`config.mk`:
```
export PLATFORM = sky130hd
export DESIGN_NAME = perfmon_top
export DESIGN_NICKNAME = d
export VERILOG_FILES = /design/src/rtl/perfmon_pkg.sv /design/src/rtl/perfmon_ctrl.sv /design/src/rtl/perfmon_satcnt.sv /design/src/rtl/perfmon_top.sv
export SDC_FILE = /design/constraint.sdc
export NUM_CORES = 1
export LEC_CHECK = 0
export ABC_CLOCK_PERIOD_IN_PS = 2700
export BUFFER_PORTS_ARGS = -buffer_cell sky130_fd_sc_hd__buf_2
export CORE_ASPECT_RATIO = 1.75
export CORE_MARGIN = 2
export CORE_UTILIZATION = 35
export CTS_BUF_LIST = sky130_fd_sc_hd__clkbuf_16
export DETAILED_ROUTE_END_ITERATION = 10
export HOLD_SLACK_MARGIN = 0.12
export PLACE_DENSITY = 0.64
export SLEW_MARGIN = 20
export SYNTH_ARGS = -nofsm -noshare
export SYNTH_HDL_FRONTEND = slang
export SYNTH_SLANG_ARGS = --single-unit
```
`constraint.sdc`:
```
create_clock -name clk -period 2.7 [get_ports clk]
set_clock_uncertainty 0.2 [all_clocks]
set_input_delay 0.135 -clock clk [delete_from_list [all_inputs] [get_ports clk]]
set_output_delay 0.135 -clock clk [all_outputs]
set_load 0.01 [all_outputs]
```
`src/rtl/perfmon_pkg.sv`:
```
package perfmon_pkg;

    localparam int ADDR_W = 2;
    localparam int CTRL_W = 4;

    localparam logic [ADDR_W-1:0] ADDR_CTRL = 2'd0;
    localparam logic [ADDR_W-1:0] ADDR_HIT  = 2'd1;
    localparam logic [ADDR_W-1:0] ADDR_MISS = 2'd2;

    // bit order matters: each clear sits two above its enable
    typedef struct packed {
        logic miss_clr;   // bit 3
        logic hit_clr;    // bit 2
        logic miss_en;    // bit 1
        logic hit_en;     // bit 0
    } ctrl_t;

endpackage

```
`src/rtl/perfmon_ctrl.sv`:
```
module perfmon_ctrl
    import perfmon_pkg::*;
#(
    parameter int DATA_W = 32
) (
    input  logic              clk,
    input  logic              rst_n,
    input  logic              wr_en,
    input  logic [ADDR_W-1:0] wr_addr,
    input  logic [DATA_W-1:0] wr_data,
    output ctrl_t             ctrl
);

    typedef struct packed {
        ctrl_t ctrl;
    } state_t;

    state_t s_d, s_q;

    logic unused_wr_bits;
    assign unused_wr_bits = ^wr_data[DATA_W-1:CTRL_W];

    always_comb begin
        s_d = s_q;
        if (wr_en && (wr_addr == ADDR_CTRL)) begin
            s_d.ctrl = ctrl_t'(wr_data[CTRL_W-1:0]);
        end
    end

    always_ff @(posedge clk) begin
        if (!rst_n) begin
            s_q <= '0;
        end else begin
            s_q <= s_d;
        end
    end

    assign ctrl = s_q.ctrl;

endmodule

```
`src/rtl/perfmon_satcnt.sv`:
```
module perfmon_satcnt #(
    parameter int W = 32
) (
    input  logic         clk,
    input  logic         rst_n,
    input  logic         en,
    input  logic         clr,
    input  logic         evt,
    output logic [W-1:0] count
);

    localparam logic [W-1:0] TOP = {W{1'b1}};

    typedef struct packed {
        logic [W-1:0] cnt;
    } state_t;

    state_t s_d, s_q;

    always_comb begin
        s_d = s_q;
        if (clr) begin
            s_d.cnt = '0;
        end else if (en && evt && (s_q.cnt != TOP)) begin
            s_d.cnt = s_q.cnt + 1'b1;
        end
    end

    always_ff @(posedge clk) begin
        if (!rst_n) begin
            s_q <= '0;
        end else begin
            s_q <= s_d;
        end
    end

    assign count = s_q.cnt;

endmodule

```
`src/rtl/perfmon_top.sv`:
```
module perfmon_top
    import perfmon_pkg::*;
#(
    parameter int DATA_W = 32,
    parameter int HIT_W  = 32,
    parameter int MISS_W = 16
) (
    input  logic              clk,
    input  logic              rst_n,
    input  logic              hit_evt,
    input  logic              miss_evt,
    input  logic              wr_en,
    input  logic [1:0]        wr_addr,
    input  logic [DATA_W-1:0] wr_data,
    input  logic [1:0]        rd_addr,
    output logic [DATA_W-1:0] rd_data,
    output logic [HIT_W-1:0]  hit_count,
    output logic [MISS_W-1:0] miss_count
);

    ctrl_t ctrl;
    logic  hit_en, miss_en, hit_clr, miss_clr;

    perfmon_ctrl #(.DATA_W(DATA_W)) u_ctrl (
        .clk     (clk),
        .rst_n   (rst_n),
        .wr_en   (wr_en),
        .wr_addr (wr_addr),
        .wr_data (wr_data),
        .ctrl    (ctrl)
    );

    assign hit_en   = ctrl.hit_en;
    assign miss_en  = ctrl.miss_en;
    assign hit_clr  = ctrl.hit_clr;
    assign miss_clr = ctrl.miss_clr;

    perfmon_satcnt #(.W(HIT_W)) u_hit (
        .clk   (clk),
        .rst_n (rst_n),
        .en    (hit_en),
        .clr   (hit_clr),
        .evt   (hit_evt),
        .count (hit_count)
    );

    perfmon_satcnt #(.W(MISS_W)) u_miss (
        .clk   (clk),
        .rst_n (rst_n),
        .en    (miss_en),
        .clr   (miss_clr),
        .evt   (miss_evt),
        .count (miss_count)
    );

    always_comb begin
        unique case (rd_addr)
            ADDR_CTRL: rd_data = DATA_W'(ctrl);
            ADDR_HIT:  rd_data = DATA_W'(hit_count);
            ADDR_MISS: rd_data = DATA_W'(miss_count);
            default:   rd_data = '0;
        endcase
    end

endmodule

```
==> results of run 1 <==
==> power breakdown <==
part | internal (W) | leakage, nW | switching [W]
clock | 0.000436 | 0.0798 | 0.000292
combinational | 0.0000297 | 1.09 | 0.0000429
sequential | 0.000769 | 0.419 | 0.00000374
==> cells in the final DEF, fill, tap and decap left out, types with 3 or more instances in the layout <==
cell type / count
or3_1: 21
or4_1: 7
nor2_1: 25
and3_1: 6
mux2i_1: 10
nor2b_1: 9
a211oi_1: 4
nand2_1: 19
a22o_1: 12
xor2_1: 9
xnor2_1: 8
dfxtp_1: 52
dlygate4sd3_1: 12
and4_1: 7
nand4_1: 19
and2_1: 20
nand2b_1: 3
nand3_1: 21
buf_4: 8
a21oi_1: 29
clkbuf_16: 5
buf_2: 92
o21ai_0: 25
o31ai_1: 8
==> routing by layer <==
metal	wire length [um]	up-vias	global-route usage, %
met5	0	-	0
met4	289	0	8.13
met3	369	19	2.82
met2	4520	93	32.9
met1	3160	1451	19.6
li1	-	1517	-
==> registers in the layout (all words and copies together), names as in the netlist <==
signal,flops
u_ctrl.ctrl,4
u_miss.count,16
u_hit.count,32
==> stage by stage <==
step	hold WS [ns]	setup slack, ns
after global placement	0.199	0.488
after detailed placement	0.215	0.438
after CTS	0.145	0.424
after floorplan	0.0632	0.586
after global routing	0.176	0.195
final	0.149	0.288
==> path summary, 6_finish.rpt <==
| path | startpoint | end | slack, ns | cells past startpoint |
|---|---|---|---|---|
| max | wr_addr[1] | u_ctrl.ctrl[1]$_SDFFE_PN0P_ | 0.29 | 6 |
| min | miss_evt | u_miss.count[7]$_SDFFE_PP0P_ | 0.15 | 5 |
| max reg2reg | u_hit.count[1]$_SDFFE_PP0P_ | u_hit.count[31]$_SDFFE_PP0P_ | 0.42 | 6 |
| min reg2reg | u_hit.count[23]$_SDFFE_PP0P_ | u_hit.count[23]$_SDFFE_PP0P_ | 0.30 | 2 |
==> what timing repair did <==
item,CTS,global route
hold endpoints to repair,4,0
buffers inserted,0,0
hold buffers,12,0
endpoints found under the setup margin,0,0
==> cells by family (layout without fill, tap and decap cells) <==
| family | Yosys count | in the layout | synth area share, % |
|---|---|---|---|
| muxes | 10 | 10 | 3.39 |
| AOI/OAI and AO/OA | 80 | 80 | 16.3 |
| adders and majority gates | 2 | 2 | 0.846 |
| DFF | 52 | 52 | 35.2 |
| and+or+nand+nor | 172 | 172 | 35.2 |
| buffers and inverters | 23 | 122 | 4.06 |
| xor gates and xnor gates | 17 | 17 | 5.04 |
==> critical path: stages <==
cell,delay (ns)
buf_2,0.10
nor3b_1,0.66
mux2i_1,0.31
dlygate4sd3_1,0.60
nor2b_1,0.05
dlygate4sd3_1,0.55
==> layout make-up <==
type | instances | area (um^2) | share of cell area [%]
Clock buffer | 5 | 125 | 3.32
Multi-Input combinational cell | 281 | 1800 | 47.7
Inverter | 2 | 7.51 | 0.199
Clock inverter | 3 | 42.5 | 1.13
Tap cell | 92 | 115 | 3.06
Timing Repair Buffer | 112 | 641 | 17.0
Sequential cell | 52 | 1040 | 27.6
==> flow_summary_export.csv, run 1 <==
group,metric,value,unit
finish,fin_cells,547,
die,start_util,35.8,%
cts,cts.path.max_buffers,2,
synth,synth_top_cell_by_area,"dfxtp_1",
finish,drive_above_1_share,25.5,%
sta,max_freq,415,MHz
sta,max_slew_margin,47.3,%
cts,insertion_delay,0.30,ns
route,drc,0,
die,core_region_area,0.00826,mm^2
finish,num_antenna_cells,0,
cts,cts-htree-levels,2,
outcome,status,"finished, final reports clean",
sta,drv_slew,0,
power,p_leak,1.59,nW
sta,finalSetupViolCount,0,
placement,port_buffers,92,
route,dr.pass1.iters,4,
synth,synth.most_common_cell,"dfxtp_1",
synth,synth_nets,399,
finish,nNetsFinal,497,
synth,synth_sequential_area_ratio,35.2,%
sta,period_needed,2.41,ns
global_route,grt_pass1_wl,13.5,mm
power,max-vdd-ir-drop,230,uV
synth,syn_area_per_cell,8.31,um^2
finish,utilization,45.6,%
critical_path,cp.arrival,2.40,ns
flow_run,cap_violations,0,
critical_path,crit_fanout,4,
global_route,overflow,0,
synth,async_flop_share,0,%
synth,ys_warn_count,0,
cts,cts_resized,0,
global_route,grt_pass1_vias,2840,
sta,worstMarginPinSlew,0.789,ns
critical_path,critPathKind,"in -> reg",
cts,clkTransAtPathRegs,0.07,ns
die,die_h,126,um
route,routed_wl,8.34,mm
global_route,track_usage,18.1,%
critical_path,start_kind,"input pin",
die,fp.dieArea,0.00923,mm^2
route,dr.first_iter.drc_count,148,
synth,synth_area,0.00296,mm^2
cts,cts_buffers,5,
synth,synth_edf_count,0,
synth,synth.distinct_cells,41,
finish,nFillCells,834,
critical_path,end_kind,"register",
die,rows,44,
worst_hold_path,hp-class,"in -> reg",
power,p_per_area,418,mW/mm^2
critical_path,critPathRequiredTime,2.68,ns
synth,ys_seq_elements,52,
cts,cts_tree,"built",
sta,rsz0062_at_grt,"false",
die,pin_count,121,
synth,synthFlopType,"dfxtp_1",
synth,synthTopCellsByArea,"dfxtp_1 35%, a21oi_1 4.9%, or3_1 4.4%, and2_1 4.2%, o21ai_0 4.2%",
placement,hpwl,6.01,mm
route,vias_per_cell,5.63,
placement,dpl-instance-area,0.00348,mm^2
global_route,antenna_found_initial,0,
die,dieWidth,73.5,um
sta,hold_violations,0,
finish,fin_area,0.00377,mm^2
placement,placed_cells,527,
sta,post-route-period-util,89.3,%
route,postRouteAntennaNets,0,
cts,cts_root_buf,"clkbuf_16",
synth,synthCells,356,
route,wire_per_inst,15.2,um
sta,fin_setup_tns,0,ns
route,num_vias,3080,
global_route,grt_max_degree,31,
placement,gp_congestion,0.863,
synth,synth_common_cells,"52 x dfxtp_1, 29 x a21oi_1, 25 x nor2_1, 25 x o21ai_0",
cts,clock_sinks,52,
finish,area_growth,27.4,%
power,finalPower,0.00157,W
synth,synth.top_cell.area_share,35.2,%
Note: power is estimated with default switching activity, not from simulation.
==> run 2, diff against run 1 <==
ABC_CLOCK_PERIOD_IN_PS = 1950   (was 2700)
PLACE_DENSITY = 0.67   (was 0.64)
clock period = 1.95 ns   (was 2.7 ns; I/O delays follow)
==> run 2 against run 1 <==
The flow now finishes with violations (setup timing); utilization grew 6.5 points; global-route usage is 2.3 points higher; via count up 7.6%; final area increased by 14%; first-iteration DRC count grew 11%; largest cell class unchanged.
==> flow_summary_export.csv, run 2 (same netlist as run 1, synthesis figures left out) <==
group,metric,value,unit
cts,cts_root_buf,"clkbuf_16",
finish,num_antenna_cells,0,
cts,cts_tree,"built",
outcome,status,"complete, but fails checks",
finish,utilization,52.2,%
critical_path,critPathKind,"reg -> reg",
power,p_leak,1.92,nW
finish,nNetsFinal,558,
cts,clkTransAtPathRegs,0.07,ns
die,core_region_area,0.00826,mm^2
cts,clock_sinks,52,
finish,drive_above_1_share,39.1,%
die,fp.dieArea,0.00923,mm^2
critical_path,cpPeakStageDelay,0.42,ns
cts,cts_buffers,5,
critical_path,r2r_cells,6,
route,num_vias,3315,
critical_path,r2r_start,"u_hit.count[3]$_SDFFE_PP0P_",
power,max-vdd-ir-drop,282,uV
power,p_per_area,472,mW/mm^2
outcome,violations,"setup timing",
route,dr.first_iter.drc_count,165,
finish,nFillCells,805,
finish,final_cell_mix,"92 x buf_2, 70 x buf_4, 40 x dfxtp_1",
critical_path,start_kind,"register",
die,rows,44,
sta,holdWs,0.260,ns
critical_path,worstPathCellList,"nand4_4, nor4_4, buf_4, nand4b_4, or3_4, a21oi_2",
cts,cts-htree-levels,2,
die,die_h,126,um
route,vias_per_cell,5.45,
critical_path,crit_fanout,8,
sta,max_freq,505,MHz
sta,fin_setup_tns,-0.0454,ns
critical_path,timing.rr.end,"u_hit.count[22]$_SDFFE_PP0P_",
critical_path,slowest_stage,"or3_4",
global_route,track_usage,20.4,%
worst_hold_path,holdPathStages,5,
sta,worst_slack,-0.0294,ns
sta,rsz0062_at_grt,"true",
route,postRouteAntennaNets,0,
die,pin_count,121,
sta,worstMarginPinSlew,0.388,ns
sta,max_slew_margin,74.1,%
route,wire_per_inst,15.3,um
critical_path,cp.arrival,2.01,ns
sta,post-route-period-util,102,%
critical_path,critPathRequiredTime,1.98,ns
placement,dpl-instance-area,0.00396,mm^2
worst_hold_path,hp-class,"in -> reg",
global_route,antenna_found_initial,0,
route,routed_wl,9.31,mm
finish,seq_area,0.00106,mm^2
placement,port_buffers,92,
finish,fin_area,0.00431,mm^2
cts,cts.path.max_buffers,2,
finish,largest_reg_flops,32,
global_route,overflow,0,
worst_hold_path,min_to,"u_hit.count[18]$_SDFFE_PP0P_",
sta,finalSetupViolCount,2,
placement,gp_congestion,0.849,
cts,insertion_delay,0.29,ns
finish,layout_commonest_cell,"buf_2",
die,dieWidth,73.5,um
route,dr.pass1.iters,4,
sta,drv_slew,0,
critical_path,end_kind,"register",
critical_path,ff2ff_setup_slack,-0.03,ns
sta,period_needed,1.98,ns
sta,hold_violations,0,
worst_hold_path,min_from,"hit_evt",
global_route,grt_pass1_vias,3256,
global_route,grt_max_degree,30,
global_route,grt_pass1_wl,15.1,mm
finish,multi_input_area,0.00189,mm^2
placement,hpwl,6.82,mm
route,drc,0,
flow_run,cap_violations,0,
die,start_util,35.8,%
finish,area_growth,45.7,%
## run 2: final cells by class
class                           instances  area share (%)
Sequential cell                        52            24.6
Clock buffer                            5            2.90
Clock inverter                          3           0.349
Multi-Input combinational cell        281            43.8
Inverter                                2           0.174
Tap cell                               92            2.67
Timing Repair Buffer                  173            25.4
## run 2: timing repair
action,in CTS,in global routing
pin swaps,1,11
setup endpoints to repair,5,27
resized for setup,1,15
endpoints found under the hold margin,8,2
hold buffers,10,1
setup buffers,0,5
## run 2: where the power goes
part / switching, W / leakage [nW] / internal, W
Clock: 0.000388 / 0.0687 / 0.000467
Combinational: 0.0000634 / 1.42 / 0.0000468
Sequential: 0.00000473 / 0.426 / 0.00106
Total: 0.000456 / 1.92 / 0.00158
## run 2: worst max path at each step
stage                                     start                           end  slack [ns]  cells after the start
global placement    u_hit.count[0]$_SDFFE_PP0P_  u_hit.count[29]$_SDFFE_PP0P_        0.03                      7
detailed placement  u_hit.count[0]$_SDFFE_PP0P_  u_hit.count[29]$_SDFFE_PP0P_      -0.007                      7
floorplan           u_hit.count[0]$_SDFFE_PP0P_  u_hit.count[19]$_SDFFE_PP0P_      0.0002                      8
global route        u_hit.count[3]$_SDFFE_PP0P_  u_hit.count[22]$_SDFFE_PP0P_       -0.11                      6
finish              u_hit.count[3]$_SDFFE_PP0P_  u_hit.count[22]$_SDFFE_PP0P_       -0.03                      6
CTS                 u_hit.count[4]$_SDFFE_PP0P_  u_hit.count[18]$_SDFFE_PP0P_       0.003                      5
## run 2: critical path, delay by kind of cell, from the launching register on
family | cells | cell delay (ns)
buffers and inverters | 1 | 0.17
AO/OA/AOI/OAI | 1 | 0.11
flip-flops | 1 | 0.36
AND/OR/NAND/NOR | 4 | 1.08
## run 2: metal layers
layer	vias up	wire, um	GRT usage (%)
met5	-	0	0
met4	0	196	9.52
met3	16	315	3.30
met2	87	5270	37.4
met1	1571	3530	21.6
li1	1641	-	-
## run 2: per-stage QoR
stage | cells | worst slack (ns) | total power, W
6_report | 608 | -0.0294 | 0.00203
5_1_grt | 608 | -0.113 | 0.00211
4_1_cts | 602 | 0.00338 | 0.00205
3_5_place_dp | 584 | -0.00702 | 0.00118
3_3_place_gp | 584 | 0.0315 | 0.00118
2_1_floorplan | 356 | 0.000164 | 0.00114
